$ cat src/rtl/trig_seq_pkg.sv
// Shared definitions for the timed register trigger pattern generator.
// Assumes byte-wide pattern memory and register data.
package trig_seq_pkg;
    localparam int BYTE_W = 8;

    typedef enum logic [2:0] {
        ST_IDLE,
        ST_FETCH_VAL,
        ST_FETCH_DLY,
        ST_EMIT,
        ST_PAUSE
    } step_state_e;
endpackage

$ cat src/rtl/trig_us_tick.sv
// Microsecond tick divider.
// Produces a tick once every CLK_PER_US cycles. A restart forces the phase
// to zero, so the first tick falls exactly CLK_PER_US cycles later.
// Assumes CLK_PER_US >= 1.
module trig_us_tick #(
    parameter int CLK_PER_US = 50
) (
    input  logic clk,
    input  logic rst_n,
    input  logic restart,
    output logic tick
);
    localparam int CW = (CLK_PER_US > 1) ? $clog2(CLK_PER_US) : 1;
    localparam logic [CW-1:0] LAST_PHASE = CW'(CLK_PER_US - 1);

    logic [CW-1:0] phase;

    // Advance the phase, wrapping at the last phase or on restart.
    always_ff @(posedge clk) begin
        if (!rst_n || restart || phase == LAST_PHASE) begin
            phase <= '0;
        end else begin
            phase <= phase + 1'b1;
        end
    end

    // A tick is flagged in the last phase of each microsecond.
    always_comb tick = (phase == LAST_PHASE);
endmodule

$ cat src/rtl/trig_step_ctl.sv
// Step controller. It fetches (value, pause) pairs, issues register writes
// and counts the pause in microsecond ticks.
// Assumes a synchronous memory whose data is valid one cycle after mem_rd.
// Write-to-write spacing is pause*CLK_PER_US + 3 cycles.
module trig_step_ctl
    import trig_seq_pkg::*;
#(
    parameter int LEN_W = 8,
    parameter int REG_W = 2
) (
    input  logic              clk,
    input  logic              rst_n,
    input  logic              start,
    input  logic [LEN_W-1:0]  start_len,
    input  logic [REG_W-1:0]  start_sel,
    input  logic              tick,
    input  logic [BYTE_W-1:0] mem_q,
    output logic              mem_rd,
    output logic [LEN_W:0]    mem_addr,
    output logic              wr_en,
    output logic [REG_W-1:0]  wr_sel,
    output logic [BYTE_W-1:0] wr_data,
    output logic              div_restart,
    output logic              busy,
    output logic              done
);
    step_state_e       state;
    logic [LEN_W-1:0]  pair_idx;
    logic [LEN_W-1:0]  pair_last;
    logic [BYTE_W-1:0] val_q;
    logic [BYTE_W-1:0] remain;
    logic              step_over;
    logic              last_pair;
    logic [LEN_W-1:0]  next_idx;

    // Decide whether the current pair is finished in this cycle.
    always_comb begin
        last_pair   = (pair_idx == pair_last);
        next_idx    = pair_idx + 1'b1;
        div_restart = (state == ST_EMIT);
        step_over   = ((state == ST_EMIT) && (mem_q == '0)) ||
                      ((state == ST_PAUSE) && tick && (remain == 8'd1));
    end

    // Sequence the fetch, write and pause phases of each pair.
    always_ff @(posedge clk) begin
        if (!rst_n) begin
            state     <= ST_IDLE;
            pair_idx  <= '0;
            pair_last <= '0;
            val_q     <= '0;
            remain    <= '0;
            mem_rd    <= 1'b0;
            mem_addr  <= '0;
            wr_en     <= 1'b0;
            wr_sel    <= '0;
            wr_data   <= '0;
            busy      <= 1'b0;
            done      <= 1'b0;
        end else begin
            mem_rd <= 1'b0;
            wr_en  <= 1'b0;
            done   <= 1'b0;
            case (state)
                ST_IDLE: begin
                    if (start) begin
                        wr_sel <= start_sel;
                        if (start_len == '0) begin
                            done <= 1'b1;
                        end else begin
                            busy      <= 1'b1;
                            pair_idx  <= '0;
                            pair_last <= start_len - 1'b1;
                            mem_rd    <= 1'b1;
                            mem_addr  <= '0;
                            state     <= ST_FETCH_VAL;
                        end
                    end
                end
                ST_FETCH_VAL: begin
                    mem_rd   <= 1'b1;
                    mem_addr <= {pair_idx, 1'b1};
                    state    <= ST_FETCH_DLY;
                end
                ST_FETCH_DLY: begin
                    val_q <= mem_q;
                    state <= ST_EMIT;
                end
                ST_EMIT: begin
                    wr_en   <= 1'b1;
                    wr_data <= val_q;
                    remain  <= mem_q;
                    state   <= ST_PAUSE;
                end
                ST_PAUSE: begin
                    if (tick) begin
                        remain <= remain - 1'b1;
                    end
                end
                default: state <= ST_IDLE;
            endcase
            if (step_over) begin
                if (last_pair) begin
                    busy  <= 1'b0;
                    done  <= 1'b1;
                    state <= ST_IDLE;
                end else begin
                    pair_idx <= next_idx;
                    mem_rd   <= 1'b1;
                    mem_addr <= {next_idx, 1'b0};
                    state    <= ST_FETCH_VAL;
                end
            end
        end
    end
endmodule

$ cat src/rtl/trig_seq.sv
// Timed register trigger pattern generator, top level.
// Plays start_len (value, pause) byte pairs from a synchronous pattern
// memory into the register chosen by start_sel. Each pause counts whole
// microseconds of CLK_PER_US clocks.
module trig_seq
    import trig_seq_pkg::*;
#(
    parameter int CLK_PER_US = 50,
    parameter int LEN_W      = 8,
    parameter int REG_W      = 2
) (
    input  logic              clk,
    input  logic              rst_n,
    input  logic              start,
    input  logic [LEN_W-1:0]  start_len,
    input  logic [REG_W-1:0]  start_sel,
    output logic              mem_rd,
    output logic [LEN_W:0]    mem_addr,
    input  logic [BYTE_W-1:0] mem_q,
    output logic              wr_en,
    output logic [REG_W-1:0]  wr_sel,
    output logic [BYTE_W-1:0] wr_data,
    output logic              busy,
    output logic              done
);
    logic us_tick;
    logic div_restart;

    trig_us_tick #(
        .CLK_PER_US(CLK_PER_US)
    ) u_tick (
        .clk    (clk),
        .rst_n  (rst_n),
        .restart(div_restart),
        .tick   (us_tick)
    );

    trig_step_ctl #(
        .LEN_W(LEN_W),
        .REG_W(REG_W)
    ) u_ctl (
        .clk        (clk),
        .rst_n      (rst_n),
        .start      (start),
        .start_len  (start_len),
        .start_sel  (start_sel),
        .tick       (us_tick),
        .mem_q      (mem_q),
        .mem_rd     (mem_rd),
        .mem_addr   (mem_addr),
        .wr_en      (wr_en),
        .wr_sel     (wr_sel),
        .wr_data    (wr_data),
        .div_restart(div_restart),
        .busy       (busy),
        .done       (done)
    );
endmodule

$ cat config.mk
export PLATFORM = sky130hd
export DESIGN_NAME = trig_seq
export DESIGN_NICKNAME = d
export VERILOG_FILES = /design/src/rtl/trig_seq_pkg.sv /design/src/rtl/trig_us_tick.sv /design/src/rtl/trig_step_ctl.sv /design/src/rtl/trig_seq.sv
export SDC_FILE = /design/constraint.sdc
export NUM_CORES = 1
export LEC_CHECK = 0
export ABC_AREA = 1
export BUFFER_PORTS_ARGS = -buffer_cell sky130_fd_sc_hd__buf_2
export CAP_MARGIN = 20
export CORE_UTILIZATION = 35
export DETAILED_ROUTE_END_ITERATION = 7
export HOLD_SLACK_MARGIN = 0.15
export PLACE_DENSITY = 0.53
export SETUP_SLACK_MARGIN = 0.05
export SLEW_MARGIN = 20
export SYNTH_ARGS = -nofsm -noshare
export SYNTH_HDL_FRONTEND = slang
export SYNTH_SLANG_ARGS = --single-unit
$ cat constraint.sdc
create_clock -name clk -period 1.8 [get_ports clk]
set_input_delay 0.09 -clock clk [delete_from_list [all_inputs] [get_ports clk]]
set_output_delay 0.09 -clock clk [all_outputs]
set_load 0.005 [all_outputs]
==> results.yml <==
worst_setup_path:
  cp_max_fo: 15
  crit_family: "simple AND/OR/NAND/NOR gates"
  cp.depth: 10
  rr_worst_depth: 10
  worst_path_largest_cell_delay_ns: 0.34
  crit_buf_inv: 1
  cp-end-kind: "flop"
  worstPathRequired_ns: 2.08
  cpMaxStageDelayCell: "dfxtp_1"
  crit_chain: "inv_1 -> ha_1 -> nand3_1 -> nor2_4 -> nand3_2 -> nand2_4 -> nand2_8 -> nor2_8 -> nand2_2 -> o21ai_2"
  start_kind: "flop"
  path_class: "flop to flop"
  arrival_ns: 1.87
yosys:
  ys_ff_latch: 64
  synth_nets: 431
  synth_ff_type: "dfxtp_1"
  syn_avg_cell_area_sq_um: 7.90
  ys_types: 36
  ys_seq_area_frac: 0.403
  async_reset_ff_frac: 0
  synthesis.area_sq_um: 3180
  synth_edf_count: 0
  yosys_warnings: 0
  synth_cells: 403
global_route:
  grt-ovfl-total: 0
  track_usage: 0.163
  met3_usage: 0.0259
  use_met1: 0.236
  antenna_found_initial: 0
  global_route.peak_usage_layer: "met1"
  grt_start_max_net_pins: 35
  grt_pass1_wl_mm: 12.6
  met2_usage: 0.233
  grt_pass1_vias: 2716
clock_network:
  insertion_delay_ns: 0.34
  cts_buffers: 9
  root_buffer: "clkbuf_8"
  cts_max_level: 3
  postCtsSetupRepairBufs: 0
  cts_sinks: 64
  cts.clk_slew.worst_paths_ns: 0.07
  cts_tree: "done"
  clockBufferDepth: 2
pwr:
  p_per_area_nw_per_um2: 847
  leakage_nw: 1.73
  total_power_mw: 3.30
  peakVddDrop_mv: 0.332
floorplanning:
  start_util: 0.363
  fp.dieH_um: 97.3
  ios: 44
  die_w_um: 97.3
  core-area_sq_um: 8760
  row_count: 34
  die_area_sq_um: 9480
layout:
  final_common_cell: "dfxtp_1"
  layout-drive-gt1-share: 0.245
  antennaDiodeCount: 0
  final_nets: 496
  fillerInstances: 897
  area_delta_synth_final_pct: 22.3
  post-route-util: 0.444
  most-common-layout-cells: "dfxtp_1 (63), nand2_1 (62), nor2_1 (45)"
timing:
  skew_ns: 0.00947
  slew_headroom: 0.615
  finalSetupViolCount: 0
  report.final.hold_viol_count: 0
  grt_setup_unrepaired: "false"
  fin_crit_ns: 1.59
  tightest_slew_ns: 0.576
  slew_viol_final: 0
  finalCritPeriodShare: 0.886
  fmax_ghz: 0.627
  fin_tns_setup_ns: 0
detailed_routing:
  drtAntennaViolNets: 0
  drt-pass1-iter-count: 4
  post_drt_via_cell_ratio: 4.78
  route.vias.total: 2778
  drc_errors: 0
  drt_iter0_drc: 65
  wl_mm: 7.24
  wl_per_cell_um: 12.5
worst_hold_path:
  hp-class: "primary input to flop"
  hold_depth: 4
placed_design:
  hpwl_mm: 5.11
  gp_congestion: 0.823
  portBuffers: 43
job:
  drv_cap: 0
outcome:
  status: "complete, no violations"
[layout make-up]
class | count | area, sq um | share of cell area
repair buffers | 66 | 443 | 0.114
flip-flops and latches | 64 | 1280 | 0.330
inverters | 42 | 158 | 0.0405
clock buffers | 11 | 151 | 0.0389
well taps | 108 | 135 | 0.0347
clock inverters | 5 | 55.1 | 0.0141
multi-input cells | 285 | 1670 | 0.428
[state kept, by name, summed over array words and instances, names as in the netlist, 2 cells and up]
| register | count |
|---|---|
| u_ctl.mem_addr | 9 |
| u_ctl.pair_idx | 8 |
| u_ctl.pair_last | 8 |
| u_ctl.remain | 8 |
| u_ctl.val_q | 8 |
| u_ctl.wr_data | 8 |
| u_tick.phase | 6 |
| u_ctl.state | 3 |
| u_ctl.wr_sel | 2 |
[kinds of logic (layout without fill, tap and decap cells)]
logic type | count (synthesis) | in the layout | share of synthesized area
DFF | 64 | 64 | 0.403
xor gates and xnor gates | 19 | 19 | 0.0523
buffers and inverters | 54 | 124 | 0.0751
and+or+nand+nor | 170 | 170 | 0.274
AOI/OAI and AO/OA | 89 | 89 | 0.168
adders and majority gates | 7 | 7 | 0.0275
[per-layer routing]
layer,up-vias,share of wire
met5,-,0
li1,1460,-
met3,15,0.026
met4,0,0.023
met2,46,0.40
met1,1257,0.55
[cell usage after synthesis (2+ instances only)]
library cell | number | area [sq um]
dfxtp_1 | 64 | 1280
nand2_1 | 62 | 233
nor2_1 | 45 | 169
a21oi_1 | 33 | 165
o21ai_0 | 30 | 150
inv_1 | 29 | 109
nand3_1 | 25 | 125
inv_2 | 13 | 48.8
xor2_1 | 11 | 96.3
nand3_2 | 9 | 90.1
o21ai_1 | 9 | 45.0
a22o_1 | 8 | 70.1
xnor2_1 | 8 | 70.1
ha_1 | 7 | 87.6
nand2_2 | 7 | 43.8
buf_2 | 5 | 25.0
o21ai_2 | 5 | 43.8
nor2_2 | 4 | 25.0
nor3_1 | 4 | 20.0
nand4_1 | 3 | 18.8
nor2_4 | 3 | 33.8
buf_1 | 2 | 7.51
buf_6 | 2 | 22.5
nand2_4 | 2 | 22.5
nor2_8 | 2 | 40.0
[worst reg2reg max path, delay by kind of cell, from the launching register on]
family / cells / cell delay (ns)
AOI/OAI and AO/OA: 1 / 0.05
adders and majority gates: 1 / 0.13
buffers and inverters: 1 / 0.06
DFF: 1 / 0.34
and+or+nand+nor: 7 / 0.95
[power by group]
group	switching, mW	internal, mW
clock	0.581	0.710
combinational	0.288	0.183
sequential	0.0473	1.49
total	0.916	2.38
[final timing paths]
check                        from            endpoint  slack [ns]
setup / recovery  u_tick.phase[1]   u_ctl.pair_idx[7]        0.21
hold / removal       start_len[0]  u_ctl.pair_last[5]        0.17
setup reg to reg  u_tick.phase[1]   u_ctl.pair_idx[7]        0.21
hold reg to reg    u_ctl.val_q[4]    u_ctl.wr_data[4]        0.46
[repair_timing]
action,in CTS,in global routing
setup endpoints to repair,0,13
hold endpoints to repair,19,0
hold buffers,17,0
resized for setup,0,2
[stage by stage]
step                      cells  worst slack [ns]  instance area, sq um  hold WS [ns]
final                       581             0.206                  3890         0.165
after global routing        581            0.0568                  3890         0.199
after CTS                   581             0.153                  3880         0.154
after detailed placement    548             0.170                  3510         0.327
after global placement      548             0.230                  3510         0.315
after floorplan             403             0.315                  3180         0.225
No activity file was read; power rests on OpenSTA's default activity.
